[src/rtl/pcri_pkg.sv]
package pcri_pkg;
  localparam int OP_SIZE_LSB = 44;
  localparam int OP_HI_LSB   = 40;
  localparam int OP_ADDR_W   = 40;
  localparam int PAGE_SH     = 12;
  localparam logic [1:0] EL_TOP = 2'b11;

  typedef enum logic [1:0] {
    GRAN_4K  = 2'b00,
    GRAN_64K = 2'b01,
    GRAN_16K = 2'b10,
    GRAN_BAD = 2'b11
  } gran_e;

  // log2 of the range selected by a size code; 0 marks a reserved code
  function automatic logic [5:0] code_shift(input logic [3:0] c);
    case (c)
      4'd0: return 6'd12;
      4'd1: return 6'd14;
      4'd2: return 6'd16;
      4'd3: return 6'd21;
      4'd4: return 6'd25;
      4'd5: return 6'd29;
      4'd6: return 6'd30;
      4'd7: return 6'd34;
      4'd8: return 6'd36;
      4'd9: return 6'd39;
      default: return 6'd0;
    endcase
  endfunction

  // log2 of the region covered by an entry of a given walk level
  function automatic logic [5:0] level_shift(input logic [1:0] l);
    case (l)
      2'd0:    return 6'd30;
      2'd1:    return 6'd21;
      default: return 6'd12;
    endcase
  endfunction
endpackage

[src/rtl/pcri_decode.sv]
module pcri_decode import pcri_pkg::*; #(
  parameter int PA_W = 56
) (
  input  logic [63:0]     op,
  input  logic [1:0]      gran,
  input  logic [5:0]      pa_bits,
  input  logic            wide,
  input  logic [1:0]      el,
  output logic            priv_ok,
  output logic            req_ok,
  output logic [PA_W-1:0] base,
  output logic [5:0]      shift
);
  logic [OP_ADDR_W-1:0] lowf;
  logic [3:0]           hi;
  logic [5:0]           gsh, csh;
  logic                 gran_ok, code_ok, aligned, in_range;
  logic                 unused_rsvd;

  assign unused_rsvd = ^op[63:48];
  assign priv_ok     = (el == EL_TOP);
  assign hi          = wide ? op[OP_HI_LSB +: 4] : 4'h0;

  always_comb begin
    gran_ok = 1'b1;
    lowf    = op[OP_ADDR_W-1:0];
    gsh     = 6'd12;
    case (gran_e'(gran))
      GRAN_4K:  gsh = 6'd12;
      GRAN_16K: begin gsh = 6'd14; lowf[1:0] = 2'b00; end
      GRAN_64K: begin gsh = 6'd16; lowf[3:0] = 4'h0;  end
      default:  gran_ok = 1'b0;
    endcase
  end

  assign base    = PA_W'({hi, lowf, {PAGE_SH{1'b0}}});
  assign csh     = code_shift(op[OP_SIZE_LSB +: 4]);
  assign code_ok = (csh != 6'd0);
  assign shift   = (csh < gsh) ? gsh : csh;
  assign aligned = ((base & ~({PA_W{1'b1}} << shift)) == '0);

  always_comb begin
    if (pa_bits >= 6'(PA_W)) in_range = 1'b1;
    else                     in_range = ((base >> pa_bits) == '0);
  end

  assign req_ok = gran_ok && code_ok && aligned && in_range;
endmodule

[src/rtl/pcri_match.sv]
module pcri_match import pcri_pkg::*; #(
  parameter int PA_W = 56
) (
  input  logic [PA_W-1:0] base,
  input  logic [5:0]      shift,
  input  logic [PA_W-1:0] tag,
  input  logic [1:0]      level,
  output logic            hit
);
  localparam int EW = PA_W + 1;
  logic [EW-1:0] one, e_lo, e_hi, r_lo, r_hi;
  logic [5:0]    esh;

  assign one  = EW'(1);
  assign esh  = level_shift(level);
  assign e_lo = {1'b0, tag & ({PA_W{1'b1}} << esh)};
  assign e_hi = e_lo + (one << esh) - one;
  assign r_lo = {1'b0, base};
  assign r_hi = r_lo + (one << shift) - one;
  assign hit  = (e_lo <= r_hi) && (r_lo <= e_hi);
endmodule

[src/rtl/pcri_store.sv]
module pcri_store #(
  parameter int N_ENT = 8,
  parameter int PA_W  = 56,
  parameter int IW    = 3
) (
  input  logic             clk,
  input  logic             rst,
  input  logic             wr_en,
  input  logic [IW-1:0]    wr_idx,
  input  logic [PA_W-1:0]  wr_tag,
  input  logic [1:0]       wr_lvl,
  input  logic [IW-1:0]    rd_idx,
  output logic [PA_W-1:0]  rd_tag,
  output logic [1:0]       rd_lvl,
  input  logic             clr_en,
  input  logic [IW-1:0]    clr_idx,
  output logic [N_ENT-1:0] vld
);
  logic [PA_W-1:0] tag_mem [N_ENT];
  logic [1:0]      lvl_mem [N_ENT];

  // tag/level storage without reset, registered read port
  always_ff @(posedge clk) begin
    if (wr_en) begin
      tag_mem[wr_idx] <= wr_tag;
      lvl_mem[wr_idx] <= wr_lvl;
    end
    rd_tag <= tag_mem[rd_idx];
    rd_lvl <= lvl_mem[rd_idx];
  end

  for (genvar i = 0; i < N_ENT; i++) begin : g_vld
    always_ff @(posedge clk) begin
      if (rst)                                      vld[i] <= 1'b0;
      else if (wr_en && wr_idx == IW'(i))           vld[i] <= 1'b1;
      else if (clr_en && clr_idx == IW'(i))         vld[i] <= 1'b0;
    end
  end
endmodule

[src/rtl/prot_cache_rinv.sv]
module prot_cache_rinv import pcri_pkg::*; #(
  parameter int N_ENT = 8,
  parameter int PA_W  = 56,
  localparam int IW   = (N_ENT > 1) ? $clog2(N_ENT) : 1,
  localparam int CW   = $clog2(N_ENT + 1)
) (
  input  logic             clk,
  input  logic             rst,
  input  logic             cmd_valid,
  output logic             cmd_ready,
  input  logic [63:0]      cmd_operand,
  input  logic [1:0]       cfg_granule,
  input  logic [5:0]       cfg_pa_bits,
  input  logic [1:0]       cfg_el,
  input  logic             cfg_wide,
  input  logic             fill_en,
  input  logic [IW-1:0]    fill_idx,
  input  logic [PA_W-1:0]  fill_addr,
  input  logic [1:0]       fill_level,
  output logic             done,
  output logic             undef,
  output logic [N_ENT-1:0] ent_valid
);
  logic            dec_priv_ok, dec_req_ok;
  logic [PA_W-1:0] dec_base, base_q;
  logic [5:0]      dec_shift, shift_q;
  logic            busy, ev_v, done_q, undef_q, hit, acc;
  logic [CW-1:0]   rd_cnt;
  logic [IW-1:0]   ev_idx;
  logic [PA_W-1:0] rd_tag;
  logic [1:0]      rd_lvl;

  assign cmd_ready = !busy;
  assign acc       = cmd_valid && cmd_ready;
  assign done      = done_q;
  assign undef     = undef_q;

  pcri_decode #(.PA_W(PA_W)) u_dec (
    .op(cmd_operand), .gran(cfg_granule), .pa_bits(cfg_pa_bits),
    .wide(cfg_wide), .el(cfg_el), .priv_ok(dec_priv_ok),
    .req_ok(dec_req_ok), .base(dec_base), .shift(dec_shift)
  );

  pcri_store #(.N_ENT(N_ENT), .PA_W(PA_W), .IW(IW)) u_store (
    .clk(clk), .rst(rst),
    .wr_en(fill_en && !busy), .wr_idx(fill_idx),
    .wr_tag(fill_addr), .wr_lvl(fill_level),
    .rd_idx(rd_cnt[IW-1:0]), .rd_tag(rd_tag), .rd_lvl(rd_lvl),
    .clr_en(ev_v && hit), .clr_idx(ev_idx),
    .vld(ent_valid)
  );

  pcri_match #(.PA_W(PA_W)) u_match (
    .base(base_q), .shift(shift_q), .tag(rd_tag), .level(rd_lvl), .hit(hit)
  );

  always_ff @(posedge clk) begin
    if (rst) begin
      busy    <= 1'b0;
      ev_v    <= 1'b0;
      ev_idx  <= '0;
      rd_cnt  <= '0;
      done_q  <= 1'b0;
      undef_q <= 1'b0;
      base_q  <= '0;
      shift_q <= '0;
    end else begin
      done_q  <= 1'b0;
      undef_q <= 1'b0;
      ev_v    <= 1'b0;
      if (acc) begin
        if (!dec_priv_ok) begin
          done_q  <= 1'b1;
          undef_q <= 1'b1;
        end else if (!dec_req_ok) begin
          done_q  <= 1'b1;
        end else begin
          busy    <= 1'b1;
          rd_cnt  <= '0;
          base_q  <= dec_base;
          shift_q <= dec_shift;
        end
      end
      if (busy && rd_cnt < CW'(N_ENT)) begin
        ev_v   <= 1'b1;
        ev_idx <= rd_cnt[IW-1:0];
        rd_cnt <= rd_cnt + CW'(1);
      end
      if (ev_v && ev_idx == IW'(N_ENT - 1)) begin
        busy   <= 1'b0;
        done_q <= 1'b1;
      end
    end
  end
endmodule

[config.mk]
export PLATFORM = sky130hd
export DESIGN_NAME = prot_cache_rinv
export DESIGN_NICKNAME = d
export VERILOG_FILES = /design/src/rtl/pcri_pkg.sv /design/src/rtl/pcri_decode.sv /design/src/rtl/pcri_match.sv /design/src/rtl/pcri_store.sv /design/src/rtl/prot_cache_rinv.sv
export SDC_FILE = /design/constraint.sdc
export NUM_CORES = 1
export LEC_CHECK = 0
export ABC_CLOCK_PERIOD_IN_PS = 13500
export BUFFER_PORTS_ARGS = -buffer_cell sky130_fd_sc_hd__buf_2
export CAP_MARGIN = 40
export CORE_UTILIZATION = 55
export CTS_BUF_LIST = sky130_fd_sc_hd__clkbuf_16
export DETAILED_ROUTE_END_ITERATION = 8
export PLACE_DENSITY = 0.72
export SLEW_MARGIN = 10
export SYNTH_ARGS = -nofsm -noshare
export SYNTH_HDL_FRONTEND = slang
export SYNTH_HIERARCHICAL = 1
export SYNTH_SLANG_ARGS = --single-unit
export TNS_END_PERCENT = 5
[constraint.sdc]
create_clock -name clk -period 13.5 [get_ports clk]
set_input_delay 2.7 -clock clk [delete_from_list [all_inputs] [get_ports clk]]
set_output_delay 2.7 -clock clk [all_outputs]
set_load 0.02 [all_outputs]
### Word level (Yosys, flattened, before mapping)

Memories as Yosys holds them, arrays and structs flattened. A register that Yosys moved wholly into a read port is not among the register bits.
Cells that the tools add are included.
W data, S select, Z words.

| storage, ports and cells | value |
|---|---|
| input bits | 140 |
| memory bits (writable) | 464 |
| memories | 3 |
| bits in registers | 69 |
| bits in read-only memories | 96 |

Memory list:

| name | words | bits a word | read ports | clocked after Yosys merged registers in | write ports | RTL line | text |
|---|---|---|---|---|---|---|---|
| u_store.tag_mem | 8 | 56 | 1 | 1 | 1 | pcri_store.sv:19 | `logic [PA_W-1:0] tag_mem [N_ENT];` |
| (name not given) | 16 | 6 | 1 | 0 | 0 | pcri_pkg.sv:17 | `case (c)` |
| u_store.lvl_mem | 8 | 2 | 1 | 1 | 1 | pcri_store.sv:20 | `logic [1:0] lvl_mem [N_ENT];` |

| operators by class | value |
|---|---|
| shift operators | 5 |
| mux-type cells | 36 |
| equality and inequality tests | 18 |
| magnitude comparators | 5 |
| bitwise gates (word level) | 4 |
| reductions and logical operators | 50 |
| add/subtract/negate cells | 5 |

Operators with widths:

| operator | count |
|---|---|
| $add A56 B57 Y57 | 2 |
| $le A56 B57 Y1 | 2 |
| $sub A57 B1 Y57 const B | 2 |
| $and A56 B56 Y56 | 2 |
| $logic_not A56 Y1 | 2 |
| $shl A1 B5 Y57 const A | 1 |
| $shl A1 B6 Y57 const A | 1 |
| $not A56 Y56 | 1 |
| $shl A56 B5 Y56 const A | 1 |
| $shl A56 B6 Y56 const A | 1 |
| $shr A56 B6 Y56 | 1 |
| $mux W1 | 26 |
| $logic_and A1 B1 Y1 | 25 |
| $eq A3 B3 Y1 const B | 8 |
| $reduce_bool A2 Y1 | 11 |
| $mux W4 | 5 |
| $pmux W5 S2 | 2 |
| $eq A3 B2 Y1 const B | 4 |
| $eq A3 B1 Y1 const B | 2 |
| $ge A6 B6 Y1 const B | 1 |
| $logic_not A3 Y1 | 2 |
| $lt A6 B5 Y1 | 1 |
| $mux W6 | 1 |
| $reduce_and A3 Y1 | 2 |
| 11 further kinds | 17 |

### Longest topological paths before layout

Gate-level depths: netlist of run 1.

| depth | value |
|---|---|
| word-level depth | 14 |
| mapped depth | 34 |
| depth with buffers taken out | 33 |

### Cells and area by module

The synthesis of run 1 kept the hierarchy.

Modules (own cells, without submodules):

| module | instances | area each (um^2) | cells each |
|---|---|---|---|
| pcri_store | 1 | 19149.6 | 773 |
| pcri_match | 1 | 10520.1 | 1554 |
| pcri_decode | 1 | 2770.2 | 417 |
| prot_cache_rinv | 1 | 2710.1 | 318 |

### Worst setup path before layout of run 1

No wires, ideal clock.

| timing path | value |
|---|---|
| path type | input -> register |
| from | input fill_en |
| to | register u_store.vld[6] |
| data required time | 13424 ps |
| arrival time | 7773 ps |
| stages on the path | 4 |
| buffers on the path | 0 |
| setup slack | 5651 ps |
| cell sequence | and2b_1 > nand2_1 > nor3b_1 > o21ba_2 |

| between the ends | value |
|---|---|
| word-level cells in the longest chain between the ends | 3 |
| elaborated cells on any way between the ends | 4 |

RTL lines:

| item | RTL line | text |
|---|---|---|
| start, declared | prot_cache_rinv.sv:16 | `input logic fill_en,` |
| $logic_and A1 B1 Y1 * | prot_cache_rinv.sv:46 | `.wr_en(fill_en && !busy), .wr_idx(fill_idx),` |
| $logic_and A1 B1 Y1 * | pcri_store.sv:35 | `else if (wr_en && wr_idx == IW'(i)) vld[i] <= 1'b1;` |
| $mux W1 / $reduce_bool A2 Y1 (equally long branches) | n/a |  |
| end signal, assigned by index | pcri_store.sv:34 | `if (rst) vld[i] <= 1'b0;` |
| end signal, assigned by index | pcri_store.sv:35 |  |
| end signal, assigned by index | pcri_store.sv:36 | `else if (clr_en && clr_idx == IW'(i)) vld[i] <= 1'b0;` |
| end, declared | pcri_store.sv:17 | `output logic [N_ENT-1:0] vld` |

Every way passes the cells marked *; elsewhere a longest branch is shown, timed or not.
A chain may end at the register's enable or synchronous reset.

### Final worst setup path of run 1

| timing path | value |
|---|---|
| from | register shift_q[1] |
| to | register u_store.vld[4] |

| between the ends | value |
|---|---|
| word-level cells in the longest chain between the ends | 8 |

RTL lines:

| item | RTL line | text |
|---|---|---|
| start, declared | prot_cache_rinv.sv:26 | `logic [5:0] dec_shift, shift_q;` |
| start signal, assigned | prot_cache_rinv.sv:81 | `shift_q <= dec_shift;` |
| $shl A1 B6 Y57 | pcri_match.sv:19 | `assign r_hi = r_lo + (one << shift) - one;` |
| $add A56 B57 Y57 | pcri_match.sv:19 |  |
| $sub A57 B1 Y57 | pcri_match.sv:19 |  |
| $le A56 B57 Y1 | pcri_match.sv:20 | `assign hit = (e_lo <= r_hi) && (r_lo <= e_hi);` |
| $logic_and A1 B1 Y1 | pcri_match.sv:20 |  |
| via hit | prot_cache_rinv.sv:27 | `logic busy, ev_v, done_q, undef_q, hit, acc;` |
| $logic_and A1 B1 Y1 | prot_cache_rinv.sv:49 | `.clr_en(ev_v && hit), .clr_idx(ev_idx),` |
| $logic_and A1 B1 Y1 | pcri_store.sv:36 |  |
| $reduce_bool A2 Y1 (no source line) | n/a |  |

The timed path passes the listed nets, and every way through them passes these cells.

==> out/summary.md, run 1 <==
The run gives 0 as the number of post-CTS setup repair buffers. The clock tree skew after final layout was 0.0372 ns. Prior to clock tree synthesis, the placed netlist has a worst setup slack of 4.95 ns. On the critical path, the stage with the largest delay is an instance of nor4_1. In the routed design, unresolved DRC markers number 0.

The tools report the detailed placement HPWL as 57,200 µm. The tools report the count of endpoints failing setup in the final report as 0. The via count of the routed design was 22,700.

The mapped netlist covers 0.0314 mm². The commonest non-fill, non-tap cell in the layout was edfxtp_1. The via count of the first global-routing pass was 22,200.

Setup repair after global routing left no endpoint under its margin. The routed length per instance is 20.9 µm, and the detailed-routing iteration count for the pre-antenna-repair pass is 8. The first global-routing pass estimated 123,000 µm of wire. The die is 241 µm tall. The logs give 0.0339 mm² for the post-layout instance area and 73 for the pin count of the biggest net entering global routing. For the final routed database, the setup TNS stands at 0 ns. In this run, post-CTS repair resized a total of 0 instances. The tool flagged a number of max-cap violations equal to 0. Buffers inserted during clock tree synthesis total 50. The flow ran to the end, and the final reports show no timing, DRC or antenna violations. The setup path with the least slack is of type reg -> reg.

From left edge to right edge, the die measures 241 µm. Relative to the synthesized area, the layout overhead comes to 8.00%. The number of I/O pins is 151, and the warning count from the yosys run is 6. After detailed routing, the number of vias per cell comes to 6.00. The deepest level of the CTS H-tree was 2. The tools report the headroom to the max-slew limit as 0.356. The run gives 0 as the hold violation total from the final report. The path class of the tightest hold or removal check is reg -> reg. The final weighted congestion in routability-driven placement was 0.993; the leakage power was 13.7 nW.

The tools report the post-route total power as 0.00342 W. Counting every sink on the clock net gives 495. The run gives 5 as the initial antenna violation count. Startpoint class of the critical path: a flop. The logs give 3 for the number of buffers on the longest clock path and 79,100 µm for the final wirelength. For this run, the slowest stage of the critical path takes 0.88 ns. The number of input and output port buffers inserted came out at 122. The die covers 0.0580 mm². In the synthesized netlist, the number of instances is 2,918.

The post-layout net count is 3,407. In this run the cell area measured after placement is 0.0323 mm². Of all nets on the critical path, the largest fanout is 13. Data arrives at the worst endpoint at 9.24 ns. The routed design could run at a clock period as short as 8.71 ns. The fraction of final layout cells sized beyond drive strength 1 came out at 0.144. The run gives 142 µV as the maximum VDD drop.

Summed over all layers, the global routing overflow is 0. After layout, the worst setup slack is 4.79 ns. Leaving out fill and tap cells, the most frequent cells in the layout are 368 x edfxtp_1, 313 x nand2_1, 286 x ha_1. In this design, the critical path's most frequently occurring cell is nand4_1.

The detailed router finished its first iteration with 1,988 violations. After floorplanning, the core was sized to cover 0.0564 mm². The final critical-path share of the clock period was 0.645.

For the worst setup path, the data required time is 14.03 ns. The overall track demand over capacity in global routing came out at 0.275. The slew at the pin with the worst max-slew slack works out to 0.957 ns. The fmax was 0.115 GHz.

The worst setup path is captured at a flop. After clock tree synthesis, the clock-pin slew on the worst setup and hold paths is 0.06 ns. Averaged over all synthesized cells, the footprint is 10.7 µm². The final-report max-slew violation count was 0.

The tree is rooted in a clkbuf_16. TritonCTS built the clock tree. The later pin in the worst-skew pair is clocked with a latency of 0.62 ns.

For the residual antenna-violating net count after detailed routing, the log shows 0. For the initial cell density of the core, the log shows 0.556. For this design the ratio of total power to cell area is 101 mW/mm². For this design, the CTS-stage hold fixing added 0 buffers. Row generation in the floorplan step produced 87 rows.
through the flow:
| stage | std cells | hold WS (ns) | util |
|---|---|---|---|
| after global placement | 3671 | 0.445 | 0.569 |
| after global routing | 3778 | 0.485 | 0.600 |
| after CTS | 3777 | 0.464 | 0.600 |
| final | 3778 | 0.457 | 0.600 |
| after detailed placement | 3683 | 0.455 | 0.572 |
| after floorplan | 2955 | 0.436 | - |
flip-flops by register name, summed over array words and instances (netlist names):
name and count:
u_store/rd_lvl 2, shift_q 6, busy 1, done 1, ev_v 1, rd_cnt 4
u_store/vld 8, u_store/lvl_mem 16, undef 1, ev_idx 3, u_store/rd_tag 44, base_q 56
u_store/tag_mem 352
worst paths after layout:
check | slack, ns | endpoint | depth (start not counted) | start
worst min register to register | 0.46 | base_q[0]$_SDFFE_PP0P_ | 2 | base_q[0]$_SDFFE_PP0P_
worst max-delay path | 4.79 | u_store/vld[4]$_SDFFE_PP0P_ | 29 | shift_q[1]$_SDFFE_PP0P_
worst min-delay path | 0.46 | base_q[0]$_SDFFE_PP0P_ | 2 | base_q[0]$_SDFFE_PP0P_
worst max register to register | 4.79 | u_store/vld[4]$_SDFFE_PP0P_ | 29 | shift_q[1]$_SDFFE_PP0P_
worst max-delay path, delay by kind of cell, from the launching register on:
| kind | cells | cell delay [ns] |
|---|---|---|
| XOR/XNOR | 1 | 0.17 |
| adder cells (fa/ha/maj) | 3 | 1.14 |
| buffers and inverters | 1 | 0.27 |
| AND/OR/NAND/NOR | 13 | 4.13 |
| flip-flops | 1 | 0.60 |
| AO/OA/AOI/OAI | 11 | 2.32 |
per-layer routing:
metal / wire [µm] / track usage
met3: 4840 / 0.0352
met2: 37600 / 0.456
met1: 34000 / 0.371
met5: 10 / 0
met4: 2660 / 0.101
report_power, final:
| part | internal (W) | switching [W] | total, W | leakage (nW) |
|---|---|---|---|---|
| clock network | 0.000723 | 0.000593 | 0.00132 | 0.819 |
| logic | 0.000156 | 0.000255 | 0.000411 | 8.48 |
| registers | 0.00168 | 0.0000134 | 0.00169 | 4.39 |
area by class of cell:
class	count	area (µm²)
Sequential cell	495	13600
Clock inverter	44	332
Tap cell	756	946
Inverter	284	1070
Clock buffer	50	1250
Timing Repair Buffer	150	926
Multi-Input combinational cell	1998	15700
Fill cell	4693	22500
Antenna cell	1	2.50
No activity file was read; power rests on OpenSTA's default activity.
==> run 2, diff against run 1 <==
Settings changed: ABC_AREA set to 1, ABC_CLOCK_PERIOD_IN_PS 13500 to 8700.
Clock period 13.5 ns to 8.7 ns, I/O delays scaled along.
==> run 2 against run 1 <==
Clock power grew 58%; clock skew is 0.0083 ns lower; global-route usage up 3.5 points; critical path type unchanged.
==> out/summary.md, run 2 <==
More flip-flops sit in one register than any other, and that register is u_store/tag_mem. The initial antenna violation count is 2, and the setup TNS is 0 ns. After the last flow step, the layout net total stands at 5,249. The clock passes through at most 3 buffers. Buffers inserted to repair hold after CTS numbered 0.

Startpoint class of the critical path: a flop. The warning count from the yosys run was 6; the TritonCTS sink count was 495. The tools report the hold violation total from the final report as 0. At the worst endpoint, the required time is 9.18 ns.

The met1 usage in global routing came out at 0.417. The worst min-delay path category is reg -> reg. The setup path with the least slack is of type reg -> reg.

In this run the worst path has a maximum fanout of 17. IR analysis of the VDD net gives a maximum drop of 191 µV. From bottom edge to top edge, the die measures 255 µm. The combined area of the multi-input logic cells was 0.0171 mm²; the slew at the pin with the worst max-slew slack was 0.955 ns. The DRC violation count after routing is 0, and the final critical-path share of the clock period is 0.821.

The tools report the overall track demand over capacity in global routing as 0.310. The cell sitting at the root of the clock tree is a clkbuf_16. The delay contributed by the slowest stage of the critical path came out at 0.89 ns.

The number of cells on the worst hold path is 2, and the shortest period the worst path allows is 7.15 ns. After synthesis, the mean cell area works out to 7.36 µm². In the layout the commonest cells are 1,349 x nand2_1, 885 x inv_1, 377 x nor2_1. The slowest stage of the critical path belongs to the cell nor2_1.

The flow ran to the end, and the final reports show no timing, DRC or antenna violations. The first TritonRoute pass finished after 8 iterations. The logs give 0.0136 mm² for the sequential cell area in the final layout and 0.515 for the met2 demand-to-capacity share in global routing.

The worst setup path is captured at a flop. The tools report the final wirelength as 101,000 µm. Summing over every cut layer, the via total after detailed routing is 30,500. The clock transition time at the flip-flop clock pins of the worst setup and hold paths came out at 0.06 ns. Fill cells in the final layout number 5,793.

Number of max-capacitance violations reported: 0. The aggregate global routing overflow was 0; the first-pass GRT wire length was 154,000 µm. After layout, the design draws a total of 0.00548 W. The final-report max-slew violation count is 0, and the via count of the first global-routing pass is 27,900. Once the clock tree was built, the resizer swapped 0 gates to a different size. The leakage power was 19.0 nW. The critical path startpoint is shift_q[4]$_SDFFE_PP0P_. The number of antenna diodes in the final layout is 0. At the end of routability-driven placement, the weighted congestion stood at 1.03. For the initial cell density of the core, the log shows 0.557.

The global-route track usage on met3 is 0.0387. The largest registers in the layout are u_store/tag_mem: 352 flops, base_q: 56 flops, u_store/rd_tag: 44 flops. The clock reaches the later pin of the worst-skew pair after 0.62 ns. Counting cells, the worst reg-to-reg path comes to 30. Across the routed clock network, the largest skew measured is 0.0289 ns.

Setup violations remaining at the end of the flow were counted as 0. The mapped netlist covers 0.0352 mm². In this run the horizontal extent of the chip is 255 µm. The post-synthesis to final-layout area growth was 6.89%; the flip-flop count of the largest register after layout was 352. For the headroom to the max-slew limit, the log shows 0.361. met2 is the most crowded layer.

The wire-length estimate of the detail-placed layout is 75,400 µm. The worst hold path begins at u_store/vld[2]$_SDFFE_PP0P_. The number of I/O pins was 151; the full die area was 0.0650 mm². Setup repair after global routing left no endpoint under its margin.

In this run the critical register-to-register path is launched from shift_q[4]$_SDFFE_PP0P_. The region available for standard cell placement spans 0.0632 mm². After detailed routing, the average wire length per cell comes to 17.7 µm. The number of setup buffers added after CTS is 0. The fraction of final layout cells sized beyond drive strength 1 came out at 0.0685. The power density normalized to cell area is 146 mW/mm². The number of vias per cell after detailed routing is 5.35, and the fmax is 0.140 GHz.

The library cell used most frequently in the layout, excluding fill and tap cells, is nand2_1. Deepest level of the CTS H-tree: 2. The tools report the residual antenna-violating net count after detailed routing as 0.

Number of input and output port buffers inserted: 122. After floorplanning, the core was divided into 92 placement rows. The number of clock buffers added by TritonCTS is 51.

The logs give 2,907 for the violation count after the first detailed-route iteration and 7.63 ns for the data arrival at the endpoint of the critical path. Entering global routing, the biggest net connects 82 pins. The cell count after synthesis came out at 4,783. TritonCTS built the clock tree.
==> run 2: power by group <==
group          switching (W)  internal, W  leakage (nW)
Sequential         0.0000200      0.00260          4.39
Combinational       0.000531     0.000246          13.8
Clock               0.000914      0.00117         0.845
Total                0.00147      0.00401          19.0
==> run 2: routing by layer <==
metal	wire length (µm)	part of all wire
met5	22	0.00022
met1	43300	0.43
met2	47700	0.47
met4	3080	0.030
met3	7180	0.071
==> run 2: per-stage QoR <==
stage	hold WS (ns)	utilization	setup slack, ns	cell area [µm²]	instances
floorplan	0.443	-	3.94	35400	4820
global placement	0.448	0.569	1.87	36000	5610
detailed placement	0.451	0.570	1.82	36000	5614
CTS	0.461	0.596	1.77	37600	5710
global route	0.491	0.596	1.09	37600	5710
finish	0.458	0.596	1.55	37600	5710
==> run 2: worst paths after layout <==
| check | end | slack [ns] |
|---|---|---|
| worst max-delay path | u_store/vld[3]$_SDFFE_PP0P_ | 1.55 |
| worst min-delay path | u_store/vld[2]$_SDFFE_PP0P_ | 0.46 |
| worst max register to register | u_store/vld[3]$_SDFFE_PP0P_ | 1.55 |
| worst min register to register | u_store/vld[2]$_SDFFE_PP0P_ | 0.46 |
==> run 2: critical path, delay by kind of cell, from the launching register on <==
| family | cells | cell delay (ns) |
|---|---|---|
| AO/OA/AOI/OAI | 4 | 0.61 |
| adder cells (fa/ha/maj) | 3 | 1.13 |
| buffers and inverters | 6 | 0.85 |
| flip-flops | 1 | 0.55 |
| XOR/XNOR | 1 | 0.22 |
| AND/OR/NAND/NOR | 16 | 3.65 |
==> run 2: layout make-up <==
type / instances / area share
Sequential cell: 495 / 0.361
Tap cell: 846 / 0.0281
Multi-Input combinational cell: 3224 / 0.455
Clock buffer: 51 / 0.0339
Timing Repair Buffer: 146 / 0.0220
Inverter: 903 / 0.0902
Clock inverter: 45 / 0.00894
